### src/rtl/fsfe_pkg.sv
`timescale 1ns/1ps
package fsfe_pkg;
  typedef enum logic [0:0] {
    ST_WAIT = 1'b0,
    ST_RUN  = 1'b1
  } seq_state_e;

  typedef enum logic [0:0] {
    SRC_FAST  = 1'b0,
    SRC_SINC3 = 1'b1
  } word_src_e;
endpackage

### src/rtl/fsfe_seq.sv
`timescale 1ns/1ps
module fsfe_seq
  import fsfe_pkg::*;
#(
  parameter int DEC_RATIO   = 1024,
  parameter int START_DELAY = 300,
  parameter int FAST_WORDS  = 2
) (
  input  logic      clk,
  input  logic      rst,
  output logic      sample_en,
  output logic      period_end,
  output word_src_e src
);
  localparam int L     = $clog2(DEC_RATIO);
  localparam int DLY_W = $clog2(START_DELAY + 1);
  localparam int WC_W  = $clog2(FAST_WORDS + 1);
  localparam logic [L-1:0]     PH_LAST  = L'(DEC_RATIO - 1);
  localparam logic [DLY_W-1:0] DLY_LAST = DLY_W'(START_DELAY - 1);
  localparam logic [WC_W-1:0]  WC_MAX   = WC_W'(FAST_WORDS);

  seq_state_e       state;
  logic [DLY_W-1:0] dly_cnt;
  logic [L-1:0]     phase;
  logic [WC_W-1:0]  words_done;

  // Timebase: the start-up wait first, then the phase inside each output period
  always_ff @(posedge clk) begin
    if (rst) begin
      state      <= ST_WAIT;
      dly_cnt    <= '0;
      phase      <= '0;
      words_done <= '0;
    end else if (state == ST_WAIT) begin
      if (dly_cnt == DLY_LAST) state <= ST_RUN;
      else dly_cnt <= dly_cnt + 1'b1;
    end else begin
      phase <= (phase == PH_LAST) ? '0 : phase + 1'b1;
      if (phase == PH_LAST && words_done < WC_MAX)
        words_done <= words_done + 1'b1;
    end
  end

  assign sample_en  = (state == ST_RUN);
  assign period_end = sample_en && (phase == PH_LAST);
  assign src        = (words_done < WC_MAX) ? SRC_FAST : SRC_SINC3;

  // sampling always starts at the beginning of an output period
  p_start_phase_r3: assert property (@(posedge clk) disable iff (rst)
    $rose(sample_en) |-> (phase == '0));
  // once the sinc3 path owns the output, it keeps it
  p_src_sticky_r9: assert property (@(posedge clk) disable iff (rst)
    (src == SRC_SINC3) |=> (src == SRC_SINC3));
endmodule

### src/rtl/fsfe_boxcar.sv
`timescale 1ns/1ps
module fsfe_boxcar #(
  parameter int DEC_RATIO = 1024
) (
  input  logic         clk,
  input  logic         rst,
  input  logic         en,
  input  logic         bit_i,
  input  logic         last,
  output logic [$clog2(DEC_RATIO):0] sum_o
);
  localparam int L  = $clog2(DEC_RATIO);
  localparam int SW = L + 1;
  localparam logic [SW-1:0] FULL = SW'(DEC_RATIO);

  logic [SW-1:0] acc;

  assign sum_o = acc + {{(SW-1){1'b0}}, bit_i};

  // One-period accumulator, cleared at every period boundary
  always_ff @(posedge clk) begin
    if (rst) acc <= '0;
    else if (en) acc <= last ? '0 : sum_o;
  end

  // a one-period ones count can never exceed the decimation ratio
  p_box_range_r4: assert property (@(posedge clk) disable iff (rst)
    (en && last) |-> (sum_o <= FULL));
endmodule

### src/rtl/fsfe_cic3.sv
`timescale 1ns/1ps
module fsfe_cic3 #(
  parameter int DEC_RATIO = 1024
) (
  input  logic clk,
  input  logic rst,
  input  logic en,
  input  logic bit_i,
  input  logic dump,
  output logic [3*$clog2(DEC_RATIO):0] result
);
  localparam int L  = $clog2(DEC_RATIO);
  localparam int CW = 3 * L + 1;
  localparam logic [CW-1:0] FULL = {{(CW-1){1'b0}}, 1'b1} << (3 * L);

  logic [CW-1:0] integ [3];
  logic [CW-1:0] integ_n [3];
  logic [CW-1:0] comb_d [3];
  logic [CW-1:0] comb_v [3];

  // Integrator cascade at the modulator rate; modulo arithmetic is exact at width CW
  assign integ_n[0] = integ[0] + {{(CW-1){1'b0}}, bit_i};
  for (genvar s = 1; s < 3; s++) begin : g_integ
    assign integ_n[s] = integ[s] + integ_n[s-1];
  end

  // Differentiator cascade at the output rate
  assign comb_v[0] = integ_n[2] - comb_d[0];
  for (genvar s = 1; s < 3; s++) begin : g_comb
    assign comb_v[s] = comb_v[s-1] - comb_d[s];
  end

  always_ff @(posedge clk) begin
    if (rst) begin
      for (int s = 0; s < 3; s++) begin
        integ[s]  <= '0;
        comb_d[s] <= '0;
      end
    end else if (en) begin
      for (int s = 0; s < 3; s++) integ[s] <= integ_n[s];
      if (dump) begin
        comb_d[0] <= integ_n[2];
        comb_d[1] <= comb_v[0];
        comb_d[2] <= comb_v[1];
      end
    end
  end

  assign result = comb_v[2];

  // the decimated sinc3 result stays within full scale (no wrap)
  p_sinc3_bound_r5: assert property (@(posedge clk) disable iff (rst)
    (en && dump) |-> (result <= FULL));
endmodule

### src/rtl/fsfe_frontend.sv
`timescale 1ns/1ps
module fsfe_frontend
  import fsfe_pkg::*;
#(
  parameter int DEC_RATIO   = 1024,
  parameter int START_DELAY = 300,
  parameter int FAST_WORDS  = 2,
  parameter int RDY_HOLD    = 32,
  localparam int OUT_W      = 3 * $clog2(DEC_RATIO) + 1
) (
  input  logic             clk,
  input  logic             rst,
  input  logic             mod_bit,
  input  logic             rd_ack,
  output logic [OUT_W-1:0] data_out,
  output logic             drdy_n,
  output logic             fast_active
);
  localparam int L      = $clog2(DEC_RATIO);
  localparam int HOLD_W = $clog2(RDY_HOLD + 1);
  localparam logic [HOLD_W-1:0] HOLD_LAST = HOLD_W'(RDY_HOLD - 1);

  logic             sample_en;
  logic             word_stb;
  word_src_e        src;
  logic [L:0]       box_sum;
  logic [OUT_W-1:0] sinc_word;
  logic [OUT_W-1:0] fast_word;
  logic [HOLD_W-1:0] hold_cnt;

  fsfe_seq #(
    .DEC_RATIO  (DEC_RATIO),
    .START_DELAY(START_DELAY),
    .FAST_WORDS (FAST_WORDS)
  ) u_seq (
    .clk       (clk),
    .rst       (rst),
    .sample_en (sample_en),
    .period_end(word_stb),
    .src       (src)
  );

  fsfe_boxcar #(.DEC_RATIO(DEC_RATIO)) u_fast (
    .clk  (clk),
    .rst  (rst),
    .en   (sample_en && (src == SRC_FAST)),
    .bit_i(mod_bit),
    .last (word_stb),
    .sum_o(box_sum)
  );

  fsfe_cic3 #(.DEC_RATIO(DEC_RATIO)) u_sinc3 (
    .clk   (clk),
    .rst   (rst),
    .en    (sample_en),
    .bit_i (mod_bit),
    .dump  (word_stb),
    .result(sinc_word)
  );

  // Bring the boxcar count onto the sinc3 full scale (gain D^3 vs D)
  assign fast_word = {box_sum, {(2 * L){1'b0}}};

  always_ff @(posedge clk) begin
    if (rst) begin
      data_out    <= '0;
      drdy_n      <= 1'b1;
      hold_cnt    <= '0;
      fast_active <= 1'b1;
    end else if (word_stb) begin
      data_out    <= (src == SRC_FAST) ? fast_word : sinc_word;
      drdy_n      <= 1'b0;
      hold_cnt    <= '0;
      fast_active <= (src == SRC_FAST);
    end else if (!drdy_n) begin
      if (rd_ack || hold_cnt == HOLD_LAST) drdy_n <= 1'b1;
      else hold_cnt <= hold_cnt + 1'b1;
    end
  end

  // the word only changes on a data-ready edge
  p_data_stable_r3: assert property (@(posedge clk) disable iff (rst)
    !word_stb |=> $stable(data_out));
  // a new word always pulls data-ready low
  p_word_fall_r7: assert property (@(posedge clk) disable iff (rst)
    word_stb |=> !drdy_n);
  // a read while low and without a new word releases data-ready
  p_ack_release_r8: assert property (@(posedge clk) disable iff (rst)
    (!drdy_n && rd_ack && !word_stb) |=> drdy_n);
  // the fast-path flag never comes back without a reset
  p_flag_monotone_r9: assert property (@(posedge clk) disable iff (rst)
    !fast_active |=> !fast_active);
endmodule

### config.mk
export PLATFORM = sky130hd
export DESIGN_NAME = fsfe_frontend
export DESIGN_NICKNAME = d
export VERILOG_FILES = /design/src/rtl/fsfe_pkg.sv /design/src/rtl/fsfe_seq.sv /design/src/rtl/fsfe_boxcar.sv /design/src/rtl/fsfe_cic3.sv /design/src/rtl/fsfe_frontend.sv
export SDC_FILE = /design/constraint.sdc
export NUM_CORES = 1
export LEC_CHECK = 0
export BUFFER_PORTS_ARGS = -buffer_cell sky130_fd_sc_hd__buf_2
export CAP_MARGIN = 20
export CORE_ASPECT_RATIO = 0.9
export CORE_MARGIN = 4
export CORE_UTILIZATION = 45
export DETAILED_ROUTE_END_ITERATION = 8
export MAX_ROUTING_LAYER = met4
export PLACE_DENSITY = 0.6
export SLEW_MARGIN = 20
export SYNTH_ARGS = -nofsm -noshare
export SYNTH_HDL_FRONTEND = slang
export SYNTH_SLANG_ARGS = --single-unit
### constraint.sdc
create_clock -name clk -period 8.4 [get_ports clk]
set_clock_uncertainty 0.05 [all_clocks]
set_input_delay 0.42 -clock clk [delete_from_list [all_inputs] [get_ports clk]]
set_output_delay 0.42 -clock clk [all_outputs]
set_load 0.05 [all_outputs]
==> Yosys cells after proc, flatten, opt, wreduce, memory -nomap -nowiden <==
Memories as Yosys holds them, arrays and structs flattened.
Cells that the tools add are included.
{ "word_totals": {"register_bits": 72, "ramBits": 186, "in_bits": 4, "output_inout_bits": 33, "n_memories": 2} }
{ "classes": {"addsub": 11, "magnitude_cmp": 1, "eq_ne": 3, "mux": 23, "n_bitwise": 10, "n_reduce_logical": 8} }
{ "memory_table": {"columns": ["name", "words", "word_bits", "rd", "rd_ports_with_merged_regs", "wr", "line_no", "source"], "rows": [
  ["u_sinc3.comb_d", 3, 31, 3, 0, 3, "fsfe_cic3.sv:18", "logic [CW-1:0] comb_d [3];"],
  ["u_sinc3.integ", 3, 31, 3, 0, 3, "fsfe_cic3.sv:16", "logic [CW-1:0] integ [3];"]
]} }
{ "op_table": {"columns": ["cell", "count"], "rows": [
  ["2-to-1 mux 31 bit", 7],
  ["subtractor 31 bit", 3],
  ["adder 31 bit", 2],
  ["adder 31 x 1 -> 31 bit", 1],
  ["2-to-1 mux 1 bit", 14],
  ["adder 11 x 1 -> 11 bit", 1],
  ["2-to-1 mux 11 bit", 1],
  ["adder 10 x 1 -> 10 bit, second input constant", 1],
  ["== test 10 bit, second input constant", 1],
  ["2-to-1 mux 10 bit", 1],
  ["adder 9 x 1 -> 9 bit, second input constant", 1],
  ["== test 9 bit, second input constant", 1],
  ["adder 6 x 1 -> 6 bit, second input constant", 1],
  ["== test 6 x 5 -> 1 bit, second input constant", 1],
  ["bitwise OR 1 bit", 6],
  ["AND reduction 2 bit", 3],
  ["NOT 1 bit", 4],
  ["logical AND 1 bit", 3],
  ["adder 2 x 1 -> 2 bit, second input constant", 1],
  ["less-than comparator 2 bit, second input constant", 1],
  ["OR reduction 2 bit", 1],
  ["logical OR 1 bit", 1]
]} }

==> Depth between registers and ports, before layout <==
Gate-level depths: netlist of run 1.
An unclocked memory read counts as a cell.
{ "logic_depth": {"word_depth": 8, "mapped_depth": 50, "depth_no_buf": 50} }

==> By module <==
From an unflattened synthesis of run 1, not the netlist that was laid out.
{ "hier_totals": {"hier_cells": 1955, "hier_area_um2": 18459.0} }
{ "modules_own_cells": {"columns": ["mod", "instances", "cells_per_inst", "area_each_um2"], "rows": [
  ["fsfe_cic3", 1, 1609, 15170.8],
  ["fsfe_frontend", 1, 136, 1485.2],
  ["fsfe_seq", 1, 116, 1043.5],
  ["fsfe_boxcar", 1, 94, 759.5]
]} }

==> Worst setup path before layout of run 1 <==
OpenSTA, ideal clock, no wires.
{ "synth_path": {"path_type": "input port to flip-flop", "startpoint": "input mod_bit", "endpoint": "register data_out[30]", "setup_ns": 0.069, "arrival_time_ns": 8.843, "required_ns": 8.281, "path_slack_ns": -0.561, "path_stages": 46, "path_buffers": 1, "path_cell_list": "ha_1 > ha_1 > xor2_1 > ha_1 > nor2b_4 > o31a_1 > or4_1 > a21oi_1 > xnor2_1 > ha_1 > clkbuf_1 > a21o_1 > a21o_1 > a21o_1 > a21oi_1 > o21ai_0 > nor2_1 > xor2_1 > (+10 left out) > xnor2_1 > ha_1 > and3_1 > and2_1 > nand3_1 > o21ba_2 > nand2_1 > xor2_1 > ha_1 > a21oi_1 > nand2_1 > a211oi_1 > o21bai_1 > a221o_1 > a21oi_1 > xor2_1 > xnor3_1 > o21ai_1"} }
{ "synth_lines": {"columns": ["element", "line_no", "source"], "rows": [
  ["start: declaration", "fsfe_frontend.sv:13", "input logic mod_bit,"],
  ["end signal: assignment", "fsfe_frontend.sv:71", "data_out <= (src == SRC_FAST) ? fast_word : sinc_word;"],
  ["end: declaration", "fsfe_frontend.sv:15", "output logic [OUT_W-1:0] data_out,"]
]} }

==> impl_results.md, run 1 <==
* Final count of pins violating max slew at 0
* Most common cell in the netlist: nor2_1
* YS warnings at 0
* Multi-input logic area at 0.0109 mm2
* Vias/cell at 5.14
* Minimum clock period at 8840 ps
* Fin. Hold Viols at 0
* First-pass iteration count of the detailed router at 5
* EDFF count, synth at 186
* PwrDens at 358 mW/mm2
* Setup CP Type: register to register
* Tot Pwr at 8.39 mW
* Design area at 0.0235 mm2
* TritonCTS clock tree: yes
* Synth async-reset ratio at 0
* # port buffers at 36
* Leading area contributor after synthesis: edfxtp_1
* Top_reg_cell synth: edfxtp_1
* Crit-path max cell delay at 530 ps
* Hold Slack at 209 ps
* GRT Util Overall at 0.200
* Gate Count Post-Synth at 1942
* Largest net degree at the start of global routing at 73
* Clk_lat worst skew at 570 ps
* Psw at 3.32 mW
* CP Max Fanout at 5
* F_max at 0.113 GHz
* Gpl congestion at 0.862
* Max VDD drop at 0.000260 V
* Post-layout util at 0.606
* Post-route ant nets at 0
* Status: finished, violations left
* Initial Utilization at 0.460
* Total Routed Length at 42500 um
* Die width at 218 um
* Via count at 15.0k
* Commonest cells post-synth: 214 x nor2_1, 186 x edfxtp_1, 176 x inv_1, 158 x ha_1, 148 x a21oi_1
* Die height at 197 um
* Sw frac at 0.396
* Max-Cap Viols at 0
* Pint at 5.06 mW
* Die ar. at 0.0428 mm2
* Netlist cell types at 76
* Flop pwr share at 0.168
* Slowest CP cell: or4_4
* Syn_nets at 2109
* Clock buffer depth at 3
* Count of endpoints failing setup in the final report at 8
* Sequential Area at 0.00703 mm2
* Row cnt at 68
* Post-DP Area at 0.0213 mm2
* Yosys top cell area share at 0.314
* FF+latch count, synth at 258
* Cell Area, Synth at 0.0178 mm2
* Fin crit share at 1.05
* Unrepaired setup endpoints after global routing: true
* Initial antenna violation count at 0
* Seq/Total Area, Yosys at 0.395
* Root Driver: clkbuf_16
* Setup ws final at -436 ps
* CTS Buf Count at 30
* Routed WL per cell at 14.5 um
* Top-Level Pins at 37
* Vias in the first global route at 14.9k
* Combinational cell fraction of total power at 0.680
* DRC viols at 0
* CP Capture Type: register
* Pre-CTS setup slack at -971 ps
* Leakage power at 10.6 nW
* Global-route wire length before repair at 71000 um
* Worst EP arrival at 9270 ps
* Grt total ovfl at 0
* Share of post-route cells with drive strength above 1 at 0.272
* Clk pwr share at 0.152
* # nets final at 2538
* Fill cells at 3327
* Inserted Diodes at 0
* Synth Area per Inst at 9.17 um2
* Area delta synth->final at 31.7%
* Max H-tree Level at 1
* Critical path launch point type: register
* Slew headroom at 0.338
* Synth top area cells: edfxtp_1 31%, ha_1 11%, dfxtp_1 8.1%
* Worst Tran Pin Value at 994 ps
* Iteration-0 DRC Markers at 753
* Failing checks: negative setup slack
* CTS Sinks at 258
* Detailed placer's ending HPWL at 29900 um
* HP Class: input port to register
* Hold buffers post-CTS at 0
* Core Footprint at 0.0387 mm2
* CP required at 8830 ps
* Clock transition at path regs at 60 ps
critical path: cells and delay by family, from the launching register on:
family / cells / cell delay, ps
flops: 1 / 440
buf+inv: 4 / 470
compound gates: 15 / 2560
simple gates: 13 / 2330
fa+ha+maj: 7 / 1720
xor+xnor: 7 / 1170
power groups by stage:
stage               clock network, mW  logic [mW]  registers, mW
floorplan                           0        3.12           1.43
global route                     1.37        6.26           1.41
global placement                    0        4.93           1.43
CTS                              1.32        5.32           1.41
finish                           1.28        5.70           1.41
detailed placement                  0        5.00           1.43
path summary, 6_finish.rpt:
kind,from,endpoint,slack (ps),depth (start not counted)
max,u_sinc3.integ[0][0]$_SDFFCE_PN0P_,data_out[30]$_SDFFE_PP0P_,-440,46
max reg2reg,u_sinc3.integ[0][0]$_SDFFCE_PN0P_,data_out[30]$_SDFFE_PP0P_,-440,46
min reg2reg,data_out[21]$_SDFFE_PP0P_,data_out[21]$_SDFFE_PP0P_,400,2
min,rd_ack,drdy_n$_SDFF_PP1_,210,3
per-stage QoR:
step,std cells,setup TNS [ps]
after floorplan,1942,-40.9
after global placement,2819,-4380
after detailed placement,2819,-6300
after CTS,2905,-406
after global routing,2920,-6460
final,2920,-1520
flip-flops by register name, summed over array words and instances (netlist names):
signal and flops:
drdy_n 1, u_sinc3.integ 93, data_out 31, u_seq.phase 10
hold_cnt 6, u_fast.acc 11, u_seq.words_done 2, u_seq.sample_en 1
u_seq.dly_cnt 9, fast_active 1, u_sinc3.comb_d 93
per-layer routing:
layer / wire, um / part of all wire / track usage
met5: 0 / 0 / -
met4: 815 / 0.019 / 0.0431
met3: 1110 / 0.026 / 0.0208
met2: 19900 / 0.47 / 0.332
met1: 20600 / 0.49 / 0.268
cell type report:
class | instances | share of cell area
Sequential cell | 258 | 0.300
Inverter | 176 | 0.0283
Tap cell | 525 | 0.0280
Clock inverter | 14 | 0.00373
Multi-Input combinational cell | 1468 | 0.467
Timing Repair Buffer | 437 | 0.137
Clock buffer | 42 | 0.0370
layout by cell type, fill, tap and decap left out, types with 8 or more instances in the layout:
master	instances
inv_1	173
nand2_2	8
nor2b_1	24
nand2b_1	25
buf_2	36
xnor2_2	10
o21a_1	27
nor3_1	12
a21oi_1	112
nor2_1	205
nor2_2	8
o211ai_1	11
a31oi_1	11
a21o_1	75
a21oi_2	32
ha_4	15
dfxtp_1	72
xor2_1	65
xnor2_1	94
clkinv_1	8
clkbuf_16	31
o21bai_1	13
a211oi_1	8
o21ai_0	73
o21ai_1	21
ha_1	138
buf_4	396
and3_1	26
edfxtp_1	186
and2_1	109
nand2_1	121
o31ai_1	11
nand3_1	27
nand4_1	20
logic make-up (layout without fill, tap and decap cells):
group           count (synthesis)  in the layout  share of synthesized area
fa+ha+maj                     163            163                      0.117
flops                         258            258                      0.395
compound gates                478            478                      0.172
mux                             8              8                    0.00457
simple gates                  638            638                      0.175
xor+xnor                      181            181                     0.0919
buf+inv                       216            669                     0.0457
what timing repair did:
action,in CTS,in global routing
gates resized for setup,90,82
cloned,0,0
pin swaps,87,56
setup buffers,31,15
endpoints found under the setup margin,11,15
Note: power is estimated with default switching activity, not from simulation.
==> run 2: changes to the inputs <==
--- a/config.mk
+++ b/config.mk
@@ -6,11 +6,11 @@
 export NUM_CORES = 1
 export LEC_CHECK = 0
 export BUFFER_PORTS_ARGS = -buffer_cell sky130_fd_sc_hd__buf_2
-export CAP_MARGIN = 20
 export CORE_ASPECT_RATIO = 0.9
 export CORE_MARGIN = 4
 export CORE_UTILIZATION = 45
 export DETAILED_ROUTE_END_ITERATION = 8
+export GPL_TIMING_DRIVEN = 0
 export MAX_ROUTING_LAYER = met4
 export PLACE_DENSITY = 0.6
 export SLEW_MARGIN = 20
==> run 2 against run 1 <==
  * The run still ends with negative setup slack left
  * Setup slack lost 240 ps
  * Count of clock-buffer cells in the layout is the same
  * Critical endpoint unchanged
  * Clock power grew 4%
  * Sequential share of layout area grew 1.5 points
  * Fmax shrank 2.6%
  * Global-route usage shrank 0.33 points
  * Routed wire length grew 1.7%
==> impl_results.md, run 2 (same netlist as run 1, synthesis figures left out) <==
* Final count of pins violating max slew at 0 (unchanged)
* Worst EP arrival at 9520 ps (+250 ps)
* Max-Cap Viols at 0 (unchanged)
* Initial antenna violation count at 1 (+1)
* Minimum clock period at 9080 ps (+240 ps)
* DRC viols at 0 (unchanged)
* Max H-tree Level at 1 (unchanged)
* Final std cells w/o fill at 2700 (-7.5%)
* Core Footprint at 0.0387 mm2 (unchanged)
* Detailed placer's ending HPWL at 29600 um (-0.89%)
* Vias/cell at 5.37 (+4.5%)
* Most frequent cells in the layout: 204 x nor2_1, 186 x edfxtp_1, 174 x inv_1
* Die width at 218 um (unchanged)
* Worst Tran Pin Value at 993 ps (-0.583 ps)
* Crit-path max cell delay at 460 ps (-70 ps)
* Grt total ovfl at 0 (unchanged)
* Slew headroom at 0.333 (-0.00410)
* Clock buffer depth at 3 (unchanged)
* Gpl congestion at 0.858 (-0.50%)
* Critical path launch point type: register
* Root Driver: clkbuf_16
* Regs by FF count: u_sinc3.comb_d x93, u_sinc3.integ x93, data_out x31
* Unrepaired setup endpoints after global routing: true
* Post-layout util at 0.577 (-0.0284)
* Largest net degree at the start of global routing at 60 (-18%)
* Die height at 197 um (unchanged)
* Iteration-0 DRC Markers at 696 (-7.6%)
* Clk_lat worst skew at 570 ps (about the same)
* Area delta synth->final at 25.6%
* Fill cells at 3413 (+2.6%)
* Max VDD drop at 0.000271 V (+4.4%)
* Fin. Hold Viols at 0 (unchanged)
* CTS Buf Count at 29 (-3.3%)
* PwrDens at 370 mW/mm2 (+3.4%)
* Die ar. at 0.0428 mm2 (unchanged)
* Setup CP Type: register to register
* Total Routed Length at 43200 um (+1.7%)
* Initial Utilization at 0.460 (unchanged)
* CTS Sinks at 258 (unchanged)
* TritonCTS clock tree: yes
* Hold Slack at 54.6 ps (-154 ps)
* Fin crit share at 1.08 (+0.0286)
* CP required at 8840 ps (about the same)
* First-pass iteration count of the detailed router at 5 (unchanged)
* Failing checks: negative setup slack
* Inserted Diodes at 0 (unchanged)
* # port buffers at 36 (unchanged)
* Most common cell after layout, fill and taps aside: nor2_1
* Slowest CP cell: or4_4
* Status: finished, violations left
* # nets final at 2319 (-8.6%)
* Leakage power at 9.60 nW (-9.4%)
* F_max at 0.110 GHz (-2.6%)
* Row cnt at 68 (unchanged)
* Setup ws final at -677 ps (-240 ps)
* Via count at 14.5k (-3.3%)
* GRT Util Overall at 0.197 (-0.00334)
* HP Class: input port to register
* Clock transition at path regs at 60 ps (about the same)
* Vias in the first global route at 13.8k (-7.3%)
* CP most frequent cell: ha_4
* Top-Level Pins at 37 (unchanged)
* Count of endpoints failing setup in the final report at 9 (+1)
* Sequential Area at 0.00703 mm2 (unchanged)
* CP Max Fanout at 8 (+3)
* Share of post-route cells with drive strength above 1 at 0.216 (-0.0557)
* Global-route wire length before repair at 68600 um (-3.3%)
* # placed instances at 2506 (-11%)
* CP Capture Type: register
* Multi-input logic area at 0.0115 mm2 (+4.9%)
* Post-route ant nets at 0 (unchanged)
* Routed WL per cell at 16.0 um (+9.9%)
## run 2: cell count changes in the layout (fill, tap and decap cells not counted), sizes merged
cell and change:
buf -255, bufinv -1, clkbuf +37, clkinv -3
clkinvlp -1, inv +3
## run 2: per-stage QoR
stage	cell area (um2)	TNS, ps	worst slack (ps)	power (mW)
2_1_floorplan	17900	-40.9	-40.9	4.56
3_3_place_gp	18800	-15390	-1720	5.28
3_5_place_dp	18900	-16180	-1730	5.31
4_1_cts	21300	-958	-548	7.36
5_1_grt	22400	-5650	-1080	8.86
6_report	22400	-2270	-677	8.26
## run 2: area by class of cell
type	count	share of cell area
clock buffers	42	0.0421
well taps	525	0.0294
multi-input cells	1468	0.514
inverters	176	0.0298
repair buffers	181	0.0604
plain buffers	38	0.00750
clock inverters	12	0.00280
flip-flops and latches	258	0.314
## run 2: final timing paths
check	slack, ps	from	endpoint	depth (start not counted)
max reg2reg	-680	u_sinc3.integ[0][0]$_SDFFCE_PN0P_	data_out[30]$_SDFFE_PP0P_	45
min reg2reg	400	data_out[13]$_SDFFE_PP0P_	data_out[13]$_SDFFE_PP0P_	2
max	-680	u_sinc3.integ[0][0]$_SDFFCE_PN0P_	data_out[30]$_SDFFE_PP0P_	45
min	50	rst	fast_active$_SDFFE_PP1P_	3
## run 2: worst max-delay path: cells and delay by family, from the launching register on
family	cells	cell delay [ps]
and+or+nand+nor	11	1900
AOI/OAI and AO/OA	17	3170
adders and majority gates	7	1770
buffers and inverters	3	370
xor gates and xnor gates	7	1270
DFF	1	430
## run 2: where the power goes
part	internal (mW)	total [mW]	leakage, nW	switching (mW)
combinational	2.67	5.53	6.60	2.87
sequential	1.39	1.41	2.50	0.0151
clock	0.778	1.33	0.507	0.547
## run 2: repair_timing
item	4_1_cts	5_1_grt
hold buffers	0	0
endpoints found under the setup margin	15	17
gates resized for setup	140	138
cloned	0	0
setup buffers	98	46
pin swaps	89	93
endpoints found under the hold margin	0	0
## run 2: routing by layer
metal / GRT usage / wire length (um) / vias up
li1: - / - / 7245
met1: 0.277 / 21200 / 7001
met2: 0.312 / 19800 / 190
met3: 0.0217 / 1240 / 67
met4: 0.0400 / 960 / 0
met5: - / 0 / -
